==> config.mk <==
export PLATFORM = sky130hd
export DESIGN_NAME = branch_resolve
export DESIGN_NICKNAME = d
export VERILOG_FILES = /design/src/rtl/bre_pkg.sv /design/src/rtl/br_field_decode.sv /design/src/rtl/br_cond_eval.sv /design/src/rtl/br_target_calc.sv /design/src/rtl/branch_resolve.sv
export SDC_FILE = /design/constraint.sdc
export NUM_CORES = 1
export LEC_CHECK = 0
export ABC_AREA = 1
export BUFFER_PORTS_ARGS = -buffer_cell sky130_fd_sc_hd__buf_2
export CORE_MARGIN = 1
export CORE_UTILIZATION = 47
export CTS_CLUSTER_SIZE = 24
export DETAILED_ROUTE_END_ITERATION = 7
export HOLD_SLACK_MARGIN = 0.05
export PLACE_DENSITY = 0.8
export SETUP_SLACK_MARGIN = 0.5
export SYNTH_ARGS = -nofsm -noshare
export SYNTH_HDL_FRONTEND = slang
export SYNTH_SLANG_ARGS = --single-unit
==> constraint.sdc <==
create_clock -name clk -period 2.2 [get_ports clk]
set_clock_uncertainty 0.15 [all_clocks]
set_input_delay 0.22 -clock clk [delete_from_list [all_inputs] [get_ports clk]]
set_output_delay 0.22 -clock clk [all_outputs]
set_load 0.05 [all_outputs]
==> src/rtl/bre_pkg.sv <==
package bre_pkg;

  typedef enum logic [2:0] {
    CC_ALWAYS   = 3'd0,
    CC_CARRY    = 3'd1,
    CC_OVFL     = 3'd2,
    CC_PLUS     = 3'd3,
    CC_EQUAL    = 3'd4,
    CC_LESS     = 3'd5,
    CC_LESS_EQ  = 3'd6,
    CC_SGN_CRY  = 3'd7
  } cond_code_e;

  typedef struct packed {
    logic       dir_back;
    logic       ext_mode;
    logic       negate;
    cond_code_e code;
  } bfield_t;

  typedef struct packed {
    logic s;
    logic z;
    logic o;
    logic c;
  } flags_t;

  localparam int KEY_W = 4;

endpackage

==> src/rtl/br_field_decode.sv <==
module br_field_decode
  import bre_pkg::*;
#(
  parameter int OPC_W = 10,
  parameter int TAG_W = OPC_W - 6,
  parameter logic [TAG_W-1:0] FAM_TAG = {1'b1, {(TAG_W-1){1'b0}}}
) (
  input  logic [OPC_W-1:0] opcode,
  output logic             is_family,
  output bfield_t          fields
);

  assign is_family       = (opcode[OPC_W-1:6] == FAM_TAG);
  assign fields.dir_back = opcode[5];
  assign fields.ext_mode = opcode[4];
  assign fields.negate   = opcode[3];
  assign fields.code     = cond_code_e'(opcode[2:0]);

endmodule

==> src/rtl/br_cond_eval.sv <==
module br_cond_eval
  import bre_pkg::*;
#(
  parameter int EXT_W = 4
) (
  input  bfield_t          fields,
  input  flags_t           flags,
  input  logic [EXT_W-1:0] ext_pins,
  output logic             hit
);

  logic             flag_raw;
  logic             ext_hit;
  logic [KEY_W-1:0] key;

  assign key = {fields.negate, fields.code};

  always_comb begin
    unique case (fields.code)
      CC_ALWAYS:  flag_raw = 1'b1;
      CC_CARRY:   flag_raw = flags.c;
      CC_OVFL:    flag_raw = flags.o;
      CC_PLUS:    flag_raw = ~flags.s;
      CC_EQUAL:   flag_raw = flags.z;
      CC_LESS:    flag_raw = flags.s ^ flags.o;
      CC_LESS_EQ: flag_raw = flags.z | (flags.s ^ flags.o);
      CC_SGN_CRY: flag_raw = flags.s ^ flags.c;
      default:    flag_raw = 1'b0;
    endcase
  end

  generate
    if (EXT_W == KEY_W) begin : g_ext_eq
      assign ext_hit = (ext_pins == key);
    end else if (EXT_W > KEY_W) begin : g_ext_wide
      assign ext_hit = (ext_pins == {{(EXT_W-KEY_W){1'b0}}, key});
    end else begin : g_ext_narrow
      assign ext_hit = (ext_pins == key[EXT_W-1:0]);
    end
  endgenerate

  assign hit = fields.ext_mode ? ext_hit : (flag_raw ^ fields.negate);

endmodule

==> src/rtl/br_target_calc.sv <==
module br_target_calc #(
  parameter int ADDR_W = 16
) (
  input  logic              dir_back,
  input  logic [ADDR_W-1:0] base,
  input  logic [ADDR_W-1:0] disp,
  output logic [ADDR_W-1:0] target
);

  logic [ADDR_W-1:0] offset;

  // Backward: base - disp - 1 equals base + ~disp in two's complement.
  assign offset = dir_back ? ~disp : disp;
  assign target = base + offset;

endmodule

==> src/rtl/branch_resolve.sv <==
module branch_resolve
  import bre_pkg::*;
#(
  parameter int ADDR_W = 16,
  parameter int OPC_W  = 10,
  parameter int EXT_W  = 4
) (
  input  logic              clk,
  input  logic              rst,
  input  logic              in_valid,
  input  logic [OPC_W-1:0]  opcode,
  input  logic [ADDR_W-1:0] disp,
  input  logic [ADDR_W-1:0] next_pc,
  input  logic              flag_s,
  input  logic              flag_z,
  input  logic              flag_o,
  input  logic              flag_c,
  input  logic [EXT_W-1:0]  ext_pins,
  output logic              out_valid,
  output logic              taken,
  output logic [ADDR_W-1:0] target,
  output logic [ADDR_W-1:0] new_pc
);

  logic              is_family;
  bfield_t           fields;
  flags_t            flags;
  logic              cond_hit;
  logic              take_d;
  logic [ADDR_W-1:0] target_d;

  assign flags = '{s: flag_s, z: flag_z, o: flag_o, c: flag_c};

  br_field_decode #(.OPC_W(OPC_W)) u_decode (
    .opcode    (opcode),
    .is_family (is_family),
    .fields    (fields)
  );

  br_cond_eval #(.EXT_W(EXT_W)) u_cond (
    .fields   (fields),
    .flags    (flags),
    .ext_pins (ext_pins),
    .hit      (cond_hit)
  );

  br_target_calc #(.ADDR_W(ADDR_W)) u_target (
    .dir_back (fields.dir_back),
    .base     (next_pc),
    .disp     (disp),
    .target   (target_d)
  );

  assign take_d = is_family & cond_hit;

  always_ff @(posedge clk) begin
    if (rst) begin
      out_valid <= 1'b0;
      taken     <= 1'b0;
      target    <= '0;
      new_pc    <= '0;
    end else if (in_valid) begin
      out_valid <= 1'b1;
      taken     <= take_d;
      target    <= target_d;
      new_pc    <= take_d ? target_d : next_pc;
    end else begin
      out_valid <= 1'b0;
      taken     <= 1'b0;
    end
  end

endmodule

After elaboration in Yosys (flattened, before gate mapping)
Index checks and enable logic that the tools add are counted.
{"block": "classes", "n_addsub": 1, "eq_ne": 9, "bitwise": 8, "n_reduce_logical": 2, "n_mux": 5}
{"operator": "2-to-1 mux 16 bit", "n": 2}
{"operator": "adder 16 bit", "n": 1}
{"operator": "NOT 16 bit", "n": 1}
{"operator": "equality test 3 bit (second input constant)", "n": 4}
{"operator": "one-hot mux 1 bit (8 select lines)", "n": 1}
{"operator": "equality test 3 x 2 -> 1 bit (second input constant)", "n": 2}
{"operator": "equality test 4 bit", "n": 1}
{"operator": "equality test 4 bit (second input constant)", "n": 1}
{"operator": "equality test 3 x 1 -> 1 bit (second input constant)", "n": 1}
{"operator": "logical NOT 3 bit", "n": 1}
{"operator": "XOR 1 bit", "n": 3}
{"operator": "2-to-1 mux 1 bit", "n": 2}
{"operator": "NOT 1 bit", "n": 2}
{"operator": "OR reduction 2 bit", "n": 1}
{"operator": "AND 1 bit", "n": 1}
{"operator": "bitwise OR 1 bit", "n": 1}
{"block": "totals", "ff_bits": 34, "inputBits": 53, "word_cells": 29, "output_inout_bits": 34}

Logic depth before layout (Yosys ltp)
Gate-level depths: netlist of the first run.
{"block": "depth", "ltp_word": 7, "ltp_mapped": 15, "mapped_depth_nobuf": 13}

Cells and area by module
A second synthesis of the first run with hierarchy kept.
{"block": "unflattened", "cells_unflattened": 460, "hier_area_um2": 2819.0}
{"module": "branch_resolve", "cells_each": 213, "seq_area_each_um2": 680.7, "area_per_inst_um2": 1467.7, "instances": 1}
{"module": "br_target_calc", "cells_each": 195, "seq_area_each_um2": 0.0, "area_per_inst_um2": 1106.1, "instances": 1}
{"module": "br_cond_eval", "cells_each": 40, "seq_area_each_um2": 0.0, "area_per_inst_um2": 177.7, "instances": 1}
{"module": "br_field_decode", "cells_each": 12, "seq_area_each_um2": 0.0, "area_per_inst_um2": 67.6, "instances": 1}

Worst setup path before layout of the first run
No wires, ideal clock.
{"block": "synth_timing", "kind": "input-to-reg", "startpoint": "in opcode[5]", "endpoint": "reg new_pc[12]", "setup_slack_ps": -109, "stages": 14, "path_buffers": 2, "setup_time_ps": 71, "required_time_ps": 1979, "arrival_time_ps": 2088, "cell_sequence": "buf_2 -> buf_2 -> xor2_1 -> ha_1 -> fa_1 -> nand3_1 -> nand3_1 -> nand3_1 -> nand3_1 -> nand2_1 -> nand2_1 -> nand3_1 -> nand3_2 -> a21oi_2"}
{"block": "synth_between", "elab_chain_len": 3}
{"element": "start, declared", "line_no": "branch_resolve.sv:11", "text": "input logic [OPC_W-1:0] opcode,"}
{"element": "2-to-1 mux 16 bit", "line_no": "br_target_calc.sv:13", "text": "assign offset = dir_back ? ~disp : disp;"}
{"element": "adder 16 bit", "line_no": "br_target_calc.sv:14", "text": "assign target = base + offset;"}
{"element": "2-to-1 mux 16 bit", "line_no": "branch_resolve.sv:66", "text": "new_pc <= take_d ? target_d : next_pc;"}
{"element": "end signal, assigned", "line_no": "branch_resolve.sv:66"}
{"element": "end, declared", "line_no": "branch_resolve.sv:22", "text": "output logic [ADDR_W-1:0] new_pc"}
No other way between the ends.
A chain may end at the register's enable or synchronous reset.

Worst setup path after layout of the first run
Ends and elaborated chain as after synthesis.

==> impl_metrics.tcl, run 1 <==
set metrics [dict create \
    ir_worst_vdd_mv 0.4910 \
    avgSynthCellArea_um2 6.455 \
    yosysMostFrequentCell "nand2_1" \
    r2r_cells 2 \
    total_leakage_power_uw 0.002209 \
    cp.required_ps 2270 \
    ys_ff_latch 34 \
    cts-root-buf "clkbuf_8" \
    reg2reg_slack_ps 1390 \
    initial_core_util_pct 50.04 \
    wl_um 9084 \
    first_pass_iters 6 \
    rsz0062_at_grt "yes" \
    hold_viol_final 0 \
    wire_per_inst_um 14.53 \
    setup_tns_ps 0 \
    portBuffers 86 \
    timing.hold.ws_ps 179.8 \
    critPathKind "in -> reg" \
    clkTransAtPathRegs_ps 70 \
    synth_edf_count 0 \
    grt_util_all_layers_pct 26.89 \
    setup_viol 0 \
    worst_pin_slew_ps 529.2 \
    place_area_mm2 0.003508 \
    dpl.hpwl_um 6207 \
    dieArea_mm2 0.006358 \
    synth_common_cells "133 x nand2_1, 76 x inv_1, 41 x nand3_1" \
    ys_top_cells_by_area "dfxtp_1 24%, nand2_1 18%, inv_1 10%, nand3_1 7.2%, ha_1 7.0%" \
    rows 27 \
    start_kind "primary input" \
    cts_buffers 5 \
    die_width_um 79.74 \
    async_reset_ff_share_pct 0 \
    status "finished clean" \
    fillers 421 \
    syn_nets 510 \
    clk_latency_ps 280 \
    wl_met1_um 3721 \
    via_per_inst 5.307 \
    met3_length_um 585 \
    max_freq_mhz 511.0 \
    yosysTopAreaCellShare_pct 23.96 \
    crit_arrival_ps 2030 \
    grt_pass1_vias 2975 \
    h-tree-depth 2 \
    holdPathStages 5 \
    grt_max_degree 45 \
    slew_viol_final 0 \
    multiInputGateArea_mm2 0.002298 \
    first_iter_violations 312 \
    grt_first_pass_wirelength_um 13370 \
    post-route-min-period_ps 1957 \
    ys.flop_type "dfxtp_1" \
    antenna_cells 0 \
    synthesis.area_mm2 0.002840 \
    vias 3317 \
    syn_inst 440 \
    yosysTopAreaCell "dfxtp_1" \
    grt-ovfl-total 0 \
    top_layer_used "met4" \
    maxCapViolations 0 \
    tritoncts "done" \
    cts.sinks 34 \
    routed-wl-met2_um 4510 \
    placedCellCount 602 \
    area_growth_pct 46.87 \
    drive_above_1_share_pct 45.93 \
    timing.slew.headroom_pct 64.68 \
    power_density_mw_per_mm2 590.7 \
    postRouteAntennaNets 0 \
    synth_cell_type_count 28 \
    min_period_over_period_pct 88.95 \
    drc 0 \
    gp_congestion 0.9059 \
    cts_buffer_depth 2 \
    ys_warn_count 0 \
    worstPathMaxFanout 5 \
    cts_hold_buf 0 \
    grt_antenna_before_repair 0 \
    stdcell_area_mm2 0.004172 \
    die_y_um 79.74 \
    io_pins 87 \
    hold_class "in -> reg" \
    worstSetupEndpointType "register" \
    yosysSeqAreaShare_pct 23.96 \
    nets 623 \
    layout.area.seq_um2 680.7 \
    layout.cells.non_filler 625 \
    core_area_mm2 0.005675 \
]
==> placed cells by master, fill, tap and decap left out, drive strengths merged <==
cell type | Yosys | final
a21oi | 28 | 28
and2 | 3 | 3
nor2 | 17 | 17
fa | 1 | 1
nand3 | 51 | 51
inv | 77 | 77
nand2 | 144 | 145
clkinv | 1 | 3
buf | 7 | 119
o211ai | 12 | 12
ha | 16 | 16
xnor2 | 10 | 10
xor2 | 17 | 17
o21ai | 4 | 4
nand3b | 6 | 6
clkbuf | 7 | 5
or2 | 1 | 1
dfxtp | 34 | 34
nand4 | 4 | 4
==> routing by layer <==
layer	GRT usage [%]	up-vias
li1	-	1608
met5	0	-
met1	33.66	1511
met4	8.036	0
met3	3.314	27
met2	47.78	171
==> repair_timing <==
action                                  4_1_cts  5_1_grt
setup buffers                                 7        7
pin swaps                                    35       37
gates cloned                                  1        1
gates resized for setup                      50       61
endpoints found under the setup margin       27       29
==> logic make-up (layout without fill, tap and decap cells) <==
kind of cell,after synthesis,after routing,synth area share (%)
simple gates,226,227,36.78
buf+inv,92,204,12.78
compound gates,44,44,10.40
flops,34,34,23.96
xor+xnor,27,27,8.326
fa+ha+maj,17,17,7.753
==> power by group <==
part	internal [µW]	total (µW)	switching (µW)
combinational	499	1340	844
sequential	669	696	26.6
clock	212	426	214
==> layout make-up <==
cell class	count	share of cell area [%]
sequential	34	16.32
timing repair buffer	119	17.52
clock buffer	5	1.650
multi-input combinational	315	55.10
inverter	78	7.019
tap	72	2.160
clock inverter	2	0.2400
==> stage by stage <==
| step | worst slack, ps | utilization [%] | total power, µW |
|---|---|---|---|
| 2_1_floorplan | 96.24 | - | 1436 |
| 3_3_place_gp | -119.6 | 61.82 | 1699 |
| 3_5_place_dp | -174.4 | 61.82 | 1722 |
| 4_1_cts | 324.3 | 67.77 | 2268 |
| 5_1_grt | 138.1 | 73.50 | 2597 |
| 6_report | 243.1 | 73.50 | 2464 |
==> worst max-delay path, stage by stage <==
cell     delay [ps]
buf_12          110
buf_12          140
xor2_1          140
ha_1            350
buf_4           190
nand3_2         100
nand3_4          90
nand3_2         100
nand3_1          80
nand2_1         110
nand2_2          80
nand3_1          90
nand3_2          80
a21oi_2         150
==> flip-flops by register name, indices dropped and copies added, names as in the netlist <==
register and flops:
new_pc 16, out_valid 1, taken 1, target 16
==> worst paths after layout <==
path,from,end
max,opcode[5],new_pc[12]
min,next_pc[15],new_pc[15]
max reg2reg,target[2],target[2]
min reg2reg,new_pc[6],new_pc[6]
(Power assumes the default switching activity.)
==> inputs of run 2 (changes only) <==
--- a/config.mk
+++ b/config.mk
@@ -8,11 +8,11 @@
 export ABC_AREA = 1
 export BUFFER_PORTS_ARGS = -buffer_cell sky130_fd_sc_hd__buf_2
 export CORE_MARGIN = 1
-export CORE_UTILIZATION = 47
+export CORE_UTILIZATION = 52
 export CTS_CLUSTER_SIZE = 24
 export DETAILED_ROUTE_END_ITERATION = 7
 export HOLD_SLACK_MARGIN = 0.05
-export PLACE_DENSITY = 0.8
+export PLACE_DENSITY = 0.84
 export SETUP_SLACK_MARGIN = 0.5
 export SYNTH_ARGS = -nofsm -noshare
 export SYNTH_HDL_FRONTEND = slang
==> constraint.sdc (replaced) <==
create_clock -name clk -period 2 [get_ports clk]
set_clock_uncertainty 0.15 [all_clocks]
set_input_delay 0.2 -clock clk [delete_from_list [all_inputs] [get_ports clk]]
set_output_delay 0.2 -clock clk [all_outputs]
set_load 0.05 [all_outputs]
==> run 2 against run 1 <==
Net effect: power is 20% higher; first-iteration DRC count is 41% higher; sequential share of layout area decreased by 0.77 points; clock-buffer cell count increased by 2; via count up 8.3%; flip-flop and latch count unchanged; combinational power rose by 23%; setup slack worse by 190 ps; sequential power rose by 10%; non-clock buffer count grew 4; critical endpoint is now target[12]; largest cell class unchanged.
==> impl_metrics.tcl, run 2 (same netlist as run 1, synthesis figures left out) <==
set metrics [dict create \
    crit_arrival_ps 1980 \
    pwr-share-seq_pct 26.0 \
    min_period_over_period_pct 97.43 \
    post-route-min-period_ps 1949 \
    hold_class "in -> reg" \
    die_width_um 75.91 \
    core_area_mm2 0.005172 \
    holdPathStages 3 \
    h-tree-depth 2 \
    dpl.hpwl_um 6100 \
    cts_hold_buf 0 \
    hold_viol_final 0 \
    gp_congestion 0.9044 \
    portBuffers 86 \
    max_freq_mhz 513.2 \
    final_common_cell "nand2_1" \
    cts_buffers 5 \
    status "finished clean" \
    first_iter_violations 439 \
    cts-root-buf "clkbuf_8" \
    power_density_mw_per_mm2 675.0 \
    p_clk_share_pct 18.2 \
    clk_latency_ps 290 \
    grt-ovfl-total 0 \
    via_per_inst 5.730 \
    fillers 281 \
    rows 26 \
    critPathKind "in -> reg" \
    utilization_pct 84.62 \
    initial_core_util_pct 54.91 \
    intPower_uw 1638 \
    cts_buffer_depth 2 \
    stdcell_area_mm2 0.004377 \
    maxCapViolations 0 \
    reg2reg_slack_ps 1080 \
    hold_end "new_pc[3]" \
    antenna_cells 0 \
    start_kind "primary input" \
    setup_tns_ps 0 \
    drc 0 \
    area_growth_pct 54.10 \
    io_pins 87 \
    grt_antenna_before_repair 0 \
    power_uw 2954 \
    grt_pass1_vias 3148 \
    final_cell_mix "95 x nand2_1, 81 x buf_2, 68 x inv_1" \
    grt_max_degree 33 \
    timing.slew.headroom_pct 63.74 \
    die_y_um 75.91 \
    postRouteAntennaNets 0 \
    clkTransAtPathRegs_ps 70 \
    tritoncts "done" \
    place_area_mm2 0.003538 \
    worst_pin_slew_ps 543.3 \
    r2r_cells 2 \
    ir_worst_vdd_mv 0.5735 \
    wl_um 11330 \
    worstPathMaxFanout 6 \
    rsz0062_at_grt "yes" \
    grt_first_pass_wirelength_um 13990 \
    wire_per_inst_um 18.07 \
    setup_viol 0 \
    nets 626 \
    reg2reg_from "target[1]" \
    placedCellCount 606 \
    switchingPower_uw 1317 \
    worstSetupEndpointType "register" \
    reg_top3 "new_pc (16), target (16)" \
    total_leakage_power_uw 0.002267 \
    vias 3593 \
    drive_above_1_share_pct 49.91 \
    first_pass_iters 5 \
    grt_util_all_layers_pct 30.03 \
    dieArea_mm2 0.005762 \
    cp.required_ps 2030 \
    cts.sinks 34 \
    switching_share_pct 44.56 \
    slew_viol_final 0 \
    layout.cells.non_filler 627 \
    reg2reg_to "target[1]" \
    p_comb_share_pct 55.8 \
    worstHoldStart "in_valid" \
]
## run 2: changes by cell type in the layout (fill, tap and decap cells not counted), sizes merged
cell | previous run | this run
clkinv | 3 | 2
nand2 | 145 | 144
buf | 119 | 123
clkbuf | 5 | 7
## run 2: final cells by class
cell class                      instances  area, µm²  area share (%)
Timing Repair Buffer                  123      803.3           18.35
Inverter                               78      292.8           6.690
Tap cell                               70      87.58           2.001
Clock buffer                            7      86.33           1.973
Sequential cell                        34      680.7           15.55
Multi-Input combinational cell        314       2421           55.32
Clock inverter                          1      5.005          0.1144
## run 2: worst max-delay path, cell delays in order
cell	delay [ps]
buf_12	120
buf_8	140
xor2_4	160
ha_4	310
nand2_2	100
nor2_2	220
nand2_1	140
nand3_2	130
nand2_2	60
nand2_2	80
nand2_1	100
o211ai_1	130
inv_1	80
## run 2: through the flow
stage               setup WS [ps]  hold slack [ps]
global route                36.41            167.5
floorplan                  -83.76            276.9
CTS                         240.7            138.1
global placement           -278.1            300.2
detailed placement         -299.0            309.7
finish                      51.32            152.6
## run 2: timing repair
action,CTS,global route
endpoints found under the setup margin,30,30
resized for setup,68,78
pin swaps,68,45
setup buffers,5,7
gates cloned,1,0
## run 2: power by group through the flow
stage               logic (µW)  clock network [µW]  registers [µW]
floorplan                  601                   0             979
global placement          1110                   0             778
detailed placement        1140                   0             780
CTS                       1310                 531             766
global route              1720                 567             773
finish                    1650                 538             769
## run 2: worst max path at each step
| stage | startpoint | endpoint | slack [ps] | cells after the start |
|---|---|---|---|---|
| 6_report | opcode[5] | target[12] | 50 | 13 |
| 5_1_grt | opcode[5] | target[12] | 40 | 15 |
| 4_1_cts | opcode[5] | new_pc[13] | 240 | 15 |
| 3_5_place_dp | opcode[5] | new_pc[12] | -300 | 13 |
| 3_3_place_gp | opcode[5] | new_pc[14] | -280 | 14 |
| 2_1_floorplan | opcode[5] | new_pc[12] | -80 | 14 |
## run 2: routing by layer
layer  part of all wire, %  routed length [µm]  vias to the layer above  track usage [%]
li1                      -                   -                     1598                -
met1                    36                4102                     1639            35.96
met2                    48                5437                      286            51.91
met3                   9.2                1046                       70            4.217
met5                     0                   0                        -                0
met4                   6.6                 744                        0            15.96
==> inputs of run 3 (changes only) <==
--- a/config.mk
+++ b/config.mk
@@ -9,10 +9,12 @@
 export BUFFER_PORTS_ARGS = -buffer_cell sky130_fd_sc_hd__buf_2
 export CORE_MARGIN = 1
 export CORE_UTILIZATION = 52
+export CTS_BUF_LIST = sky130_fd_sc_hd__clkbuf_16
 export CTS_CLUSTER_SIZE = 24
 export DETAILED_ROUTE_END_ITERATION = 7
 export HOLD_SLACK_MARGIN = 0.05
 export PLACE_DENSITY = 0.84
+export REMOVE_ABC_BUFFERS = 1
 export SETUP_SLACK_MARGIN = 0.5
 export SYNTH_ARGS = -nofsm -noshare
 export SYNTH_HDL_FRONTEND = slang
==> run 3 against run 2 <==
Net effect: the run now ends with negative setup slack left; design area rose by 5.1%; non-clock buffer count rose by 3; via count rose by 16%; sequential share of layout area fell by 0.75 points; die area did not move; first-iteration DRC count rose by 47%; clock-buffer cell count fell by 2; flip-flop and latch count did not move; setup slack got worse by 170 ps; fmax fell by 8.0%; largest cell class unchanged; clock power rose by 42%.
==> impl_metrics.tcl, run 3 (same netlist as run 1, synthesis figures left out) <==
set metrics [dict create \
    status "finished with violations" \
    violations "negative setup slack" \
    min_period_over_period_pct 105.9 \
    critPathKind "in -> reg" \
    layout.cells.non_filler 632 \
    hold_viol_final 0 \
    reg_top3 "new_pc (16), target (16)" \
    cts_buffers 5 \
    setup_viol 5 \
    power_uw 3285 \
    post-route-min-period_ps 2118 \
    portBuffers 86 \
    grt_util_all_layers_pct 31.68 \
    setup_tns_ps -393.7 \
    cts-root-buf "clkbuf_16" \
    antenna_cells 0 \
    wl_um 14670 \
    dpl_worst_slack_ps -267.4 \
    maxCapViolations 0 \
    clkTransAtPathRegs_ps 60 \
    ir_worst_vdd_mv 0.4801 \
    stdcell_area_mm2 0.004598 \
    initial_core_util_pct 54.91 \
    drive_above_1_share_pct 52.67 \
    power_density_mw_per_mm2 714.5 \
    h-tree-depth 2 \
    grt-ovfl-total 0 \
    placedCellCount 609 \
    gp_congestion 0.9410 \
    io_pins 87 \
    drc 0 \
    cts.sinks 34 \
    hold_class "in -> reg" \
    area_growth_pct 61.89 \
    die_y_um 75.91 \
    vias 4167 \
    rows 26 \
    fillers 212 \
    cp.required_ps 2020 \
    dpl.hpwl_um 6044 \
    grt_antenna_before_repair 0 \
    start_kind "primary input" \
    via_per_inst 6.593 \
    finalWorstSetupSlack_ps -118.4 \
    worst_pin_slew_ps 661.1 \
    place_area_mm2 0.003491 \
    postRouteAntennaNets 0 \
    slew_viol_final 0 \
    clk_latency_ps 290 \
    nets 631 \
    cts_buffer_depth 2 \
    crit_arrival_ps 2140 \
    final_common_cell "buf_2" \
    final_cell_mix "82 x buf_2, 80 x nand2_1, 68 x inv_1" \
    tritoncts "done" \
    dieArea_mm2 0.005762 \
    worstPathMaxFanout 6 \
    core_area_mm2 0.005172 \
    grt_first_pass_wirelength_um 14560 \
    rsz0062_at_grt "yes" \
    timing.slew.headroom_pct 55.88 \
    wire_per_inst_um 23.20 \
    worstSetupEndpointType "register" \
    die_width_um 75.91 \
    first_iter_violations 646 \
    first_pass_iters 8 \
    grt_pass1_vias 3175 \
    cts_hold_buf 0 \
    total_leakage_power_uw 0.002354 \
    max_freq_mhz 472.1 \
    grt_max_degree 45 \
]
-- run 3: cell types whose count changed in the layout (fill, tap and decap cells not counted), moves of 6 or more --
cell	change
clkbuf_16	+6
nand2_2	+9
clkbuf_8	-6
a21oi_2	-7
nand3_2	+6
nand2_1	-15
nand2_4	+8
-- run 3: where the power goes --
group	switching (µW)	leakage (µW)	internal [µW]
clock	315	0.0000663	449
sequential	38.6	0.000281	737
combinational	1120	0.00201	625
total	1470	0.00235	1810
-- run 3: through the flow --
| stage | utilization [%] | hold slack [ps] |
|---|---|---|
| floorplan | - | 112.4 |
| global placement | 67.49 | 305.8 |
| detailed placement | 67.49 | 306.4 |
| CTS | 74.36 | 120.0 |
| global route | 88.90 | 167.3 |
| finish | 88.90 | 138.6 |
-- run 3: timing repair --
| action | in CTS | in global routing |
|---|---|---|
| setup endpoints to repair | 29 | 30 |
| gates resized for setup | 60 | 140 |
| pin swaps | 42 | 78 |
| cloned | 0 | 3 |
| setup buffers | 2 | 10 |
-- run 3: metal layers --
layer	part of all wire, %	wire length (µm)	up-vias	GRT usage [%]
met1	32	4654	1842	38.20
met4	10	1491	0	15.38
met5	0	0	-	0
met3	15	2140	199	4.940
met2	43	6379	505	54.73
li1	-	-	1621	-
-- run 3: final cells by class --
cell class              count  area [µm²]  share of cell area [%]
flip-flops and latches     34       680.7                   14.80
repair buffers            126       833.3                   18.12
well taps                  70       87.58                   1.905
clock buffers               5       125.1                   2.721
multi-input cells         316        2562                   55.73
inverters                  78       297.8                   6.476
clock inverters             3       11.26                  0.2449
-- run 3: worst paths after layout --
check                     to  slack [ps]   startpoint  depth (start not counted)
setup / recovery  target[15]        -120    opcode[5]                         14
hold / removal    new_pc[12]         140  next_pc[12]                          5
setup reg to reg   target[0]        1050    target[0]                          2
hold reg to reg    new_pc[9]         320    new_pc[9]                          2
-- run 3: worst max-delay path, stage by stage --
cell,delay [ps]
buf_12,120
buf_12,140
xor2_1,180
ha_2,360
nand2_1,120
nand2_1,100
inv_1,110
nand2_2,100
a21oi_2,200
nand3_1,150
nand2_2,120
nand2_1,60
o211ai_1,120
inv_1,70
